<file path="config.mk">
export PLATFORM = sky130hd
export DESIGN_NAME = cmq_top
export DESIGN_NICKNAME = d
export VERILOG_FILES = /design/src/rtl/cmq_pkg.sv /design/src/rtl/cmq_fifo.sv /design/src/rtl/cmq_exec.sv /design/src/rtl/cmq_top.sv
export SDC_FILE = /design/constraint.sdc
export NUM_CORES = 1
export LEC_CHECK = 0
export BUFFER_PORTS_ARGS = -buffer_cell sky130_fd_sc_hd__buf_2
export CORE_MARGIN = 4
export CORE_UTILIZATION = 54
export CTS_CLUSTER_SIZE = 28
export DETAILED_ROUTE_END_ITERATION = 10
export MAX_ROUTING_LAYER = met4
export PLACE_DENSITY = 0.73
export SLEW_MARGIN = 30
export SYNTH_ARGS = -nofsm -noshare
export SYNTH_HDL_FRONTEND = slang
export SYNTH_SLANG_ARGS = --single-unit
</file>
<file path="constraint.sdc">
create_clock -name clk -period 3.8 [get_ports clk]
set_input_delay 0.19 -clock clk [delete_from_list [all_inputs] [get_ports clk]]
set_output_delay 0.19 -clock clk [all_outputs]
set_load 0.005 [all_outputs]
</file>
<file path="src/rtl/cmq_pkg.sv">
package cmq_pkg;

    localparam int ADDR_W   = 32;
    localparam int CPU_ID_W = 2;
    localparam int OFS_W    = 12;

    localparam logic [OFS_W-1:0] OFS_PRIM  = 12'h244;
    localparam logic [OFS_W-1:0] OFS_MODE  = 12'h248;
    localparam logic [OFS_W-1:0] OFS_ADDR  = 12'h24C;
    localparam logic [OFS_W-1:0] OFS_SIZE  = 12'h250;
    localparam logic [OFS_W-1:0] OFS_REGST = 12'h25C;
    localparam logic [OFS_W-1:0] OFS_QSTAT = 12'h260;

    typedef enum logic [1:0] {
        OP_INV   = 2'd0,
        OP_CLEAN = 2'd1,
        OP_FLUSH = 2'd2,
        OP_RSVD  = 2'd3
    } maint_op_e;

    typedef enum logic [1:0] {
        RGN_RANGE = 2'd0,
        RGN_ALL   = 2'd1,
        RGN_RES2  = 2'd2,
        RGN_RES3  = 2'd3
    } region_e;

    typedef struct packed {
        region_e   region;
        logic      notify;
        maint_op_e op;
    } mode_t;

    typedef struct packed {
        logic [CPU_ID_W-1:0] cpu;
        region_e             region;
        logic                notify;
        maint_op_e           op;
        logic [ADDR_W-1:0]   base;
        logic [ADDR_W-1:0]   len;
    } maint_cmd_t;

    function automatic mode_t decode_mode(input logic [31:0] w);
        mode_t m;
        m.region = region_e'(w[18:17]);
        m.notify = w[15];
        m.op     = maint_op_e'(w[1:0]);
        return m;
    endfunction

endpackage

</file>
<file path="src/rtl/cmq_fifo.sv">
module cmq_fifo #(
    parameter int DEPTH = 4,
    parameter int W     = 8
) (
    input  logic                       clk,
    input  logic                       rst,
    input  logic                       push,
    input  logic [W-1:0]               din,
    input  logic                       pop,
    output logic [W-1:0]               dout,
    output logic [$clog2(DEPTH+1)-1:0] count,
    output logic                       full,
    output logic                       empty
);
    localparam int PTR_W = (DEPTH > 1) ? $clog2(DEPTH) : 1;
    localparam int CNT_W = $clog2(DEPTH + 1);

    logic [W-1:0]     mem [DEPTH];
    logic [PTR_W-1:0] wp, rp;
    logic [CNT_W-1:0] cnt;

    function automatic logic [PTR_W-1:0] step(input logic [PTR_W-1:0] p);
        return (p == PTR_W'(DEPTH - 1)) ? '0 : p + 1'b1;
    endfunction

    always_ff @(posedge clk) begin
        if (rst) begin
            wp  <= '0;
            rp  <= '0;
            cnt <= '0;
        end else begin
            if (push) wp <= step(wp);
            if (pop)  rp <= step(rp);
            cnt <= cnt + CNT_W'(push) - CNT_W'(pop);
        end
    end

    always_ff @(posedge clk) begin
        if (push) mem[wp] <= din;
    end

    assign dout  = mem[rp];
    assign count = cnt;
    assign full  = (cnt == CNT_W'(DEPTH));
    assign empty = (cnt == '0);
endmodule

</file>
<file path="src/rtl/cmq_exec.sv">
module cmq_exec
    import cmq_pkg::*;
#(
    parameter int LAT_W = 8
) (
    input  logic             clk,
    input  logic             rst,
    input  logic             avail,
    input  maint_cmd_t       head,
    input  logic [LAT_W-1:0] lat,
    output logic             pop,
    output logic             start,
    output logic             busy,
    output logic             retire,
    output maint_cmd_t       cur
);
    logic [LAT_W-1:0] cnt;

    assign pop    = !busy && avail;
    assign retire = busy && (cnt == '0);

    always_ff @(posedge clk) begin
        if (rst) begin
            busy  <= 1'b0;
            cnt   <= '0;
            start <= 1'b0;
            cur   <= '0;
        end else begin
            start <= pop;
            if (pop) begin
                busy <= 1'b1;
                cnt  <= lat;
                cur  <= head;
            end else if (busy) begin
                if (cnt == '0) busy <= 1'b0;
                else           cnt  <= cnt - 1'b1;
            end
        end
    end
endmodule

</file>
<file path="src/rtl/cmq_top.sv">
module cmq_top
    import cmq_pkg::*;
#(
    parameter int DEPTH = 4,
    parameter int LAT_W = 8
) (
    input  logic                clk,
    input  logic                rst,
    input  logic                bus_req,
    input  logic                bus_we,
    input  logic [CPU_ID_W-1:0] bus_cpu,
    input  logic [OFS_W-1:0]    bus_addr,
    input  logic [31:0]         bus_wdata,
    output logic                bus_ack,
    output logic [31:0]         bus_rdata,
    input  logic [LAT_W-1:0]    exec_lat,
    output logic                op_start,
    output logic                op_busy,
    output logic [CPU_ID_W-1:0] op_cpu,
    output logic [1:0]          op_kind,
    output logic                op_all,
    output logic [ADDR_W-1:0]   op_base,
    output logic [ADDR_W-1:0]   op_len
);
    localparam int NCPU  = 1 << CPU_ID_W;
    localparam int CNT_W = $clog2(DEPTH + 1);
    localparam int CMD_W = $bits(maint_cmd_t);

    // FIFO and executor
    logic             push, pop, fifo_full, fifo_empty, retire;
    logic [CNT_W-1:0] fifo_count;
    maint_cmd_t       push_cmd, head_cmd, cur_cmd;
    logic [CMD_W-1:0] head_bits;

    cmq_fifo #(.DEPTH(DEPTH), .W(CMD_W)) u_fifo (
        .clk(clk), .rst(rst), .push(push), .din(push_cmd), .pop(pop),
        .dout(head_bits), .count(fifo_count), .full(fifo_full), .empty(fifo_empty)
    );
    assign head_cmd = maint_cmd_t'(head_bits);

    cmq_exec #(.LAT_W(LAT_W)) u_exec (
        .clk(clk), .rst(rst), .avail(!fifo_empty), .head(head_cmd), .lat(exec_lat),
        .pop(pop), .start(op_start), .busy(op_busy), .retire(retire), .cur(cur_cmd)
    );

    assign op_cpu  = cur_cmd.cpu;
    assign op_kind = cur_cmd.op;
    assign op_all  = (cur_cmd.region == RGN_ALL);
    assign op_base = cur_cmd.base;
    assign op_len  = cur_cmd.len;

    // access decode
    logic drained, acc, wr, rd;
    assign drained = fifo_empty && !op_busy;
    assign bus_ack = bus_req && !(!bus_we && (bus_addr == OFS_PRIM) && !drained);
    assign acc     = bus_req && bus_ack;
    assign wr      = acc && bus_we;
    assign rd      = acc && !bus_we;

    logic mode_wr, addr_wr, size_wr, regst_rd, qstat_wr;
    assign mode_wr  = wr && (bus_addr == OFS_MODE);
    assign addr_wr  = wr && (bus_addr == OFS_ADDR);
    assign size_wr  = wr && (bus_addr == OFS_SIZE);
    assign qstat_wr = wr && (bus_addr == OFS_QSTAT);
    assign regst_rd = rd && (bus_addr == OFS_REGST);

    // shared command registers and lock
    logic                lock_valid;
    logic [CPU_ID_W-1:0] lock_owner;
    mode_t               mode_q;
    logic [ADDR_W-1:0]   addr_q, size_q;
    mode_t               wmode;
    logic                is_owner, granted, shared_wr, want_push;

    assign wmode     = decode_mode(bus_wdata);
    assign is_owner  = lock_valid && (lock_owner == bus_cpu);
    assign shared_wr = mode_wr || addr_wr || size_wr;
    assign granted   = mode_wr ? (!lock_valid || is_owner) : is_owner;
    assign want_push = granted &&
                       ((mode_wr && wmode.region == RGN_ALL) ||
                        (size_wr && mode_q.region == RGN_RANGE));
    assign push      = want_push && !fifo_full;

    always_comb begin
        push_cmd.cpu = bus_cpu;
        if (mode_wr) begin
            push_cmd.region = wmode.region;
            push_cmd.notify = wmode.notify;
            push_cmd.op     = wmode.op;
            push_cmd.base   = '0;
            push_cmd.len    = '0;
        end else begin
            push_cmd.region = mode_q.region;
            push_cmd.notify = mode_q.notify;
            push_cmd.op     = mode_q.op;
            push_cmd.base   = addr_q;
            push_cmd.len    = bus_wdata;
        end
    end

    always_ff @(posedge clk) begin
        if (rst) begin
            lock_valid <= 1'b0;
            lock_owner <= '0;
            mode_q     <= '0;
            addr_q     <= '0;
            size_q     <= '0;
        end else begin
            if (regst_rd && is_owner) begin
                lock_valid <= 1'b0;
            end else if (mode_wr && !lock_valid) begin
                lock_valid <= 1'b1;
                lock_owner <= bus_cpu;
            end
            if (granted && mode_wr) mode_q <= wmode;
            if (granted && addr_wr) addr_q <= bus_wdata;
            if (granted && size_wr) size_q <= bus_wdata;
        end
    end

    // per-CPU status
    logic [NCPU-1:0]  full_flag, deny_flag, done_flag;
    logic [CNT_W-1:0] pend [NCPU];

    always_ff @(posedge clk) begin
        if (rst) begin
            full_flag <= '0;
            deny_flag <= '0;
            done_flag <= '0;
            for (int i = 0; i < NCPU; i++) pend[i] <= '0;
        end else begin
            for (int i = 0; i < NCPU; i++) begin
                if (regst_rd && bus_cpu == CPU_ID_W'(i)) begin
                    full_flag[i] <= 1'b0;
                    deny_flag[i] <= 1'b0;
                end else begin
                    if (want_push && fifo_full && bus_cpu == CPU_ID_W'(i))
                        full_flag[i] <= 1'b1;
                    if (shared_wr && !granted && bus_cpu == CPU_ID_W'(i))
                        deny_flag[i] <= 1'b1;
                end
                if (retire && cur_cmd.notify && cur_cmd.cpu == CPU_ID_W'(i))
                    done_flag[i] <= 1'b1;
                else if (qstat_wr && bus_wdata[2] && bus_cpu == CPU_ID_W'(i))
                    done_flag[i] <= 1'b0;
                pend[i] <= pend[i]
                         + CNT_W'(push && bus_cpu == CPU_ID_W'(i))
                         - CNT_W'(retire && cur_cmd.cpu == CPU_ID_W'(i));
            end
        end
    end

    logic cur_pend_nz;
    assign cur_pend_nz = (pend[op_cpu] != '0);

    always_comb begin
        bus_rdata = '0;
        if (bus_req && !bus_we) begin
            case (bus_addr)
                OFS_REGST: bus_rdata[1:0] = {full_flag[bus_cpu], deny_flag[bus_cpu]};
                OFS_QSTAT: bus_rdata[2:0] = {done_flag[bus_cpu],
                                             op_busy && (op_cpu == bus_cpu),
                                             pend[bus_cpu] != '0};
                default:   bus_rdata = '0;
            endcase
        end
    end
endmodule

</file>
==> out/metrics.cfg, run 1 <==
[cts]
cts_setup_buffers=0
clock_sinks=436
clk_pin_slew_ns=0.06
clk_path_buf_depth=3
cts_root_buf=clkbuf_16
cts_repair_resize_count=0
numCtsBuffers=44
worst_skew_pair.late_latency_ns=0.55
cts_tree=yes
htree_num_levels=2
holdBufCountCts=33

[place]
dp_hpwl_um=23690
routabilityCongestion=0.8290
placed_cell_area_um2=18570
io_buffers=132

[min_path]
min-delay-start=exec_lat[5]
min_to=u_exec.cnt[5]$_SDFFE_PP0P_
whs_path_depth=3
hp-class=input port to register

[drt]
via_count=10790
antenna_left=0
drcViolationCount=0
first_pass_iters=5
drt_iter0_drc=705
viasPerCell=5.636
wirelength_um=38050
wl_per_cell_um=19.87

[layout]
stdcell_area_um2=20290
area_growth_pct=12.53
drive_gt1_frac=0.2206
antenna_cells=0
nNetsFinal=1517

[global_routing]
grt_max_degree=102
grt.overflow.total=0
grt_pass1_vias=10800
antenna_found_initial=0
grt_pass1_wl_um=60490
grtUsageTotal=0.2168

[timing]
period_share=0.8275
worst_pin_slew_ns=0.9619
setup_viol=0
maxSlewViolCount=0
finClkSkew_ns=0.03238
setup_tns_ns=0
hold_viol=0
hold_ws_ns=0.02531
max_freq_mhz=318.0
finalCriticalPeriod_ns=3.145
rsz0062_at_grt=false
timing.slew.headroom=0.3587

[die]
start_util=0.5514
die_w_um=190.7
design.core.area_um2=32700
die_area_um2=36380
dieHeight_um=190.7
num_rows=66
ioPinCount=162

[pwr]
powerDensity_nw_per_um2=474.5
p_sw_mw=2.023
switching_share=0.2101
power.total_mw=9.629
internal_power_mw=7.606
pwr-share-seq=0.534
p_leak_nw=6.974
clkPwrFrac=0.427
p_comb_frac=0.038
ir_drop_uv=513.3

[synthesis]
synth_top_family_by_area=simple AND/OR/NAND/NOR gates
synth-main-ff-cell=edfxtp_1
syn_avg_cell_area_um2=13.33
ys_seq_area_frac=0.6417
synth_edf_count=284
synth_area_um2=18030
synthArstFlopShare=0
synthCells=1353
synth-simple-area-share=0.1081
yosysTopAreaCellShare=0.4729
ys_ff_latch=436
netlist-cell-type-count=62
synth_compound_area_frac=0.06127
yosysTopAreaCell=edfxtp_1
synthAdderAreaFrac=0.01735
yosys.area_share.xor_xnor=0.006800
muxShareOfSynthArea=0.1006
yosysWarnings=0
synthTopCellsByArea=edfxtp_1 47%, dfxtp_1 17%, mux4_2 9.2%

[worst_setup_path]
endpoint_kind=register
crit_chain=or4b_2 > o22ai_1 > o2111a_1 > and3b_1 > ha_1 > inv_1 > fa_1 > xor2_1 > xnor2_1 > nor2_1
critPathRequiredTime_ns=4.17
cp-start-kind=register
ff2ff_setup_slack_ns=0.66
cp_slowest_cell=or4b_2
path_buf_inv=1
worstPathArrival_ns=3.52
reg2reg_from=mode_q[4]$_SDFFE_PP0P_
crit_fanout=11
r2r_cells=10
reg2reg_to=pend[2][2]$_SDFF_PP0_
worstSetupPathType=register to register
slowest_delay_ns=0.66
cpLargestDelayFamily=simple AND/OR/NAND/NOR gates

[outcome]
status=complete, no violations

[flow_run]
cap_violations=0

==> cells by family (layout without fill, tap and decap cells) <==
logic type	Yosys count	count (layout)
AO/OA/AOI/OAI	201	201
XOR/XNOR	14	14
adder cells (fa/ha/maj)	22	22
buffers and inverters	206	298
flip-flops	436	436
multiplexers	88	88
other	1	29
AND/OR/NAND/NOR	385	385
==> worst max-delay path by stage <==
| stage | startpoint | endpoint | slack [ns] | cells past startpoint |
|---|---|---|---|---|
| floorplan | bus_addr[4] | u_fifo.mem[0][0]$_DFFE_PP_ | 0.09 | 6 |
| global placement | bus_addr[8] | pend[2][2]$_SDFF_PP0_ | 0.77 | 11 |
| detailed placement | bus_addr[8] | pend[2][2]$_SDFF_PP0_ | 0.68 | 11 |
| CTS | mode_q[4]$_SDFFE_PP0P_ | pend[2][2]$_SDFF_PP0_ | 0.64 | 10 |
| global route | mode_q[4]$_SDFFE_PP0P_ | pend[2][2]$_SDFF_PP0_ | 0.51 | 10 |
| finish | mode_q[4]$_SDFFE_PP0P_ | pend[2][2]$_SDFF_PP0_ | 0.66 | 10 |
==> cell usage in the layout, fill, tap and decap left out, types with 19 or more instances in the layout <==
master | netlist | final
edfxtp_1 | 284 | 284
nand2_1 | 156 | 155
dfxtp_1 | 152 | 150
buf_2 | 10 | 131
a21oi_1 | 118 | 118
mux4_2 | 74 | 74
and2_1 | 68 | 64
o21ai_0 | 51 | 51
clkbuf_16 | 0 | 46
nand3_1 | 36 | 36
dlygate4sd3_1 | 0 | 33
nor2_1 | 31 | 31
conb_1 | 1 | 29
inv_1 | 26 | 25
nand2b_1 | 23 | 23
buf_4 | 98 | 19
==> cell usage after synthesis, types with 4 or more instances <==
cell type	count
and3_1	5
a41oi_1	4
nand2b_1	23
nand4_1	4
and3b_1	6
buf_1	9
fa_1	5
dfxtp_1	152
inv_1	26
o21ai_0	51
buf_2	10
and2_1	68
edfxtp_1	284
nor3_1	14
nand2_1	156
nor2b_1	13
buf_4	98
nor2_1	31
nand3_1	36
mux2_2	6
ha_1	17
mux4_2	74
xor2_1	4
a211oi_1	5
mux2i_1	8
nor4b_1	4
a21oi_1	118
clkbuf_1	62
xnor2_1	10
==> routing by layer <==
metal	routed length, um	GRT usage	vias up
met3	2561	0.03643	64
met1	16330	0.3049	5377
li1	-	-	4959
met2	18300	0.3330	392
met5	0	-	-
met4	863	0.05994	0
==> worst register-to-register path, stage by stage, from the launching register on <==
cell,delay (ns)
dfxtp_1,0.33
or4b_2,0.66
o22ai_1,0.26
o2111a_1,0.54
and3b_1,0.24
ha_1,0.13
inv_1,0.05
fa_1,0.40
xor2_1,0.18
xnor2_1,0.14
nor2_1,0.05
==> metrics by stage <==
step                        util  setup slack, ns  std cells
after floorplan                -          0.09182       1381
after global placement    0.5678           0.7735       1800
after detailed placement  0.5678           0.6799       1800
after CTS                 0.6204           0.6407       1915
after global routing      0.6205           0.5125       1915
final                     0.6205           0.6554       1915
==> registers in the layout, indices dropped and copies added, names as in the netlist <==
signal,count
lock_valid,1
full_flag,4
u_fifo.mem,284
u_exec.start,1
u_fifo.count,3
u_exec.cnt,8
u_fifo.wp,2
done_flag,4
u_exec.busy,1
u_fifo.rp,2
pend,12
addr_q,32
lock_owner,2
deny_flag,4
mode_q,5
u_exec.cur,71
==> cell type report <==
| class | instances | area, um2 |
|---|---|---|
| inverter | 27 | 101.3 |
| clock inverter | 33 | 226.5 |
| sequential | 436 | 11580 |
| clock buffer | 49 | 1162 |
| tap | 442 | 553.0 |
| multi-input combinational | 739 | 5430 |
| fill | 2482 | 12410 |
| timing repair buffer | 189 | 1240 |
==> power groups by stage <==
stage,combinational (mW),sequential (mW),clock [mW]
6_report,0.369,5.15,4.11
5_1_grt,0.407,5.15,4.41
4_1_cts,0.368,5.14,4.18
3_5_place_dp,0.340,5.25,0
3_3_place_gp,0.334,5.24,0
2_1_floorplan,0.299,5.23,0
(Power assumes the default switching activity.)
==> run 2, diff against run 1 <==
CORE_UTILIZATION = 55   (was 54)
PLACE_DENSITY = 0.72   (was 0.73)
clock period = 2.9 ns   (was 3.8 ns; I/O delays follow)
==> run 2 against run 1 <==
  * Worst hold slack better by 0.053 ns
  * Setup slack worse by 0.53 ns
  * Wire length is 2.0% higher
  * Sequential share of layout area is 0.88 points lower
  * Global-route usage is 0.81 points higher
  * Total power is 35% higher
  * Largest power group unchanged
  * Largest cell class unchanged
  * Critical endpoint unchanged
==> out/metrics.cfg, run 2 (synthesis results as in run 1) <==
[outcome]
status=complete, no violations

[cts]
clk_path_buf_depth=3
cts_tree=yes
numCtsBuffers=44
htree_num_levels=2
worst_skew_pair.late_latency_ns=0.55
clock_sinks=436
clk_pin_slew_ns=0.05
cts_root_buf=clkbuf_16
cts_setup_buffers=0

[drt]
drcViolationCount=0
via_count=10820
antenna_left=0
drt_iter0_drc=671
first_pass_iters=5
wirelength_um=38800
viasPerCell=5.603
wl_per_cell_um=20.10

[layout]
drive_gt1_frac=0.2258
top_regs=u_fifo.mem (284), u_exec.cur (71), addr_q (32)
fillers=2388
final_util=0.6352
nNetsFinal=1533
layout_commonest_cell=edfxtp_1
largest_reg_flops=284
area_growth_pct=14.31
layout_common_cells=284 x edfxtp_1, 155 x nand2_1, 149 x dfxtp_1, 131 x buf_2, 118 x a21oi_1
regMostFlops=u_fifo.mem

[pwr]
p_leak_nw=7.227
ir_drop_uv=576.3
powerDensity_nw_per_um2=629.2

[global_routing]
grt.overflow.total=0
grt_pass1_wl_um=61840
grtUsageTotal=0.2249
grt_pass1_vias=10980
antenna_found_initial=1
grt_max_degree=82

[die]
dieHeight_um=189.1
design.core.area_um2=32450
die_area_um2=35750
ioPinCount=162
start_util=0.5556
die_w_um=189.1
num_rows=66

[place]
dp_hpwl_um=24170
io_buffers=132
routabilityCongestion=0.8459

[worst_setup_path]
worstSetupPathType=register to register
cp-start-kind=register
crit_chain=or4_1 > or3_4 > nor2_2 > ha_1 > inv_1 > ha_1 > inv_1 > fa_1 > xor2_1 > xnor2_1 > nor2_1
crit_fanout=6
endpoint_kind=register
worstPathArrival_ns=3.16
critPathRequiredTime_ns=3.29
cp_slowest_cell=or4_1
slowest_delay_ns=0.55

[timing]
setup_viol=0
period_share=0.9559
timing.slew.headroom=0.3756
setup_tns_ns=0
hold_viol=0
finalCriticalPeriod_ns=2.772
rsz0062_at_grt=true
maxSlewViolCount=0
max_freq_mhz=360.8
finClkSkew_ns=0.02732
worst_pin_slew_ns=0.9366

[flow_run]
cap_violations=0

[min_path]
hp-class=input port to register

[run 2: final timing paths]
path                                                   from                           to  slack (ns)  cells after the start
worst max-delay path             u_exec.cnt[3]$_SDFFE_PP0P_        pend[2][2]$_SDFF_PP0_        0.13                     11
worst min-delay path                            exec_lat[2]   u_exec.cnt[2]$_SDFFE_PP0P_        0.08                      4
worst max register to register   u_exec.cnt[3]$_SDFFE_PP0P_        pend[2][2]$_SDFF_PP0_        0.13                     11
worst min register to register  u_exec.cur[28]$_SDFFE_PP0P_  u_exec.cur[28]$_SDFFE_PP0P_        0.45                      2
[run 2: area by class of cell]
cell class                      instances  area (um2)  share of cell area
Inverter                               27       101.3            0.004917
Sequential cell                       436       11580              0.5618
Tap cell                              442       553.0             0.02683
Multi-Input combinational cell        739        5450              0.2644
Clock buffer                           65        1200             0.05821
Timing Repair Buffer                  205        1449             0.07029
Clock inverter                         16       277.8             0.01347
Antenna cell                            1       2.502           0.0001214
[run 2: critical path, delay by kind of cell, from the launching register on]
family / cells / cell delay [ns]
xor+xnor: 2 / 0.32
fa+ha+maj: 3 / 0.75
buf+inv: 2 / 0.11
flops: 1 / 0.34
simple gates: 4 / 1.12
[run 2: power by group]
group          switching (mW)  leakage (nW)  internal, mW  total (mW)
Sequential             0.0722          3.82          6.67        6.74
Clock                    2.30         0.709          3.44        5.74
Combinational           0.266          2.70         0.225       0.491
Total                    2.64          7.23          10.3        13.0
[run 2: through the flow]
stage               std cells  cell area (um2)  setup WS (ns)  hold slack (ns)  power (mW)
floorplan                1381            18140        0.01526           0.2439       7.247
global placement         1814            18760         0.1356           0.4114       7.311
detailed placement       1814            18760        0.06483           0.4223       7.323
CTS                      1930            20590        0.05732          0.04856       13.06
global route             1931            20610      -0.008874          0.07656       13.42
finish                   1931            20610         0.1280          0.07816       12.97
[run 2: per-layer routing]
layer  track usage  wire, um  vias up
met4       0.04905       657        0
met3       0.03835      2550       51
met5             -         0        -
li1              -         -     4997
met2        0.3564     18800      379
met1        0.3123     16790     5393
[run 2: what timing repair did]
action | CTS | global route
hold buffers | 35 | 0
hold endpoints to repair | 108 | 0
gates resized for setup | 0 | 7
endpoints found under the setup margin | 0 | 5
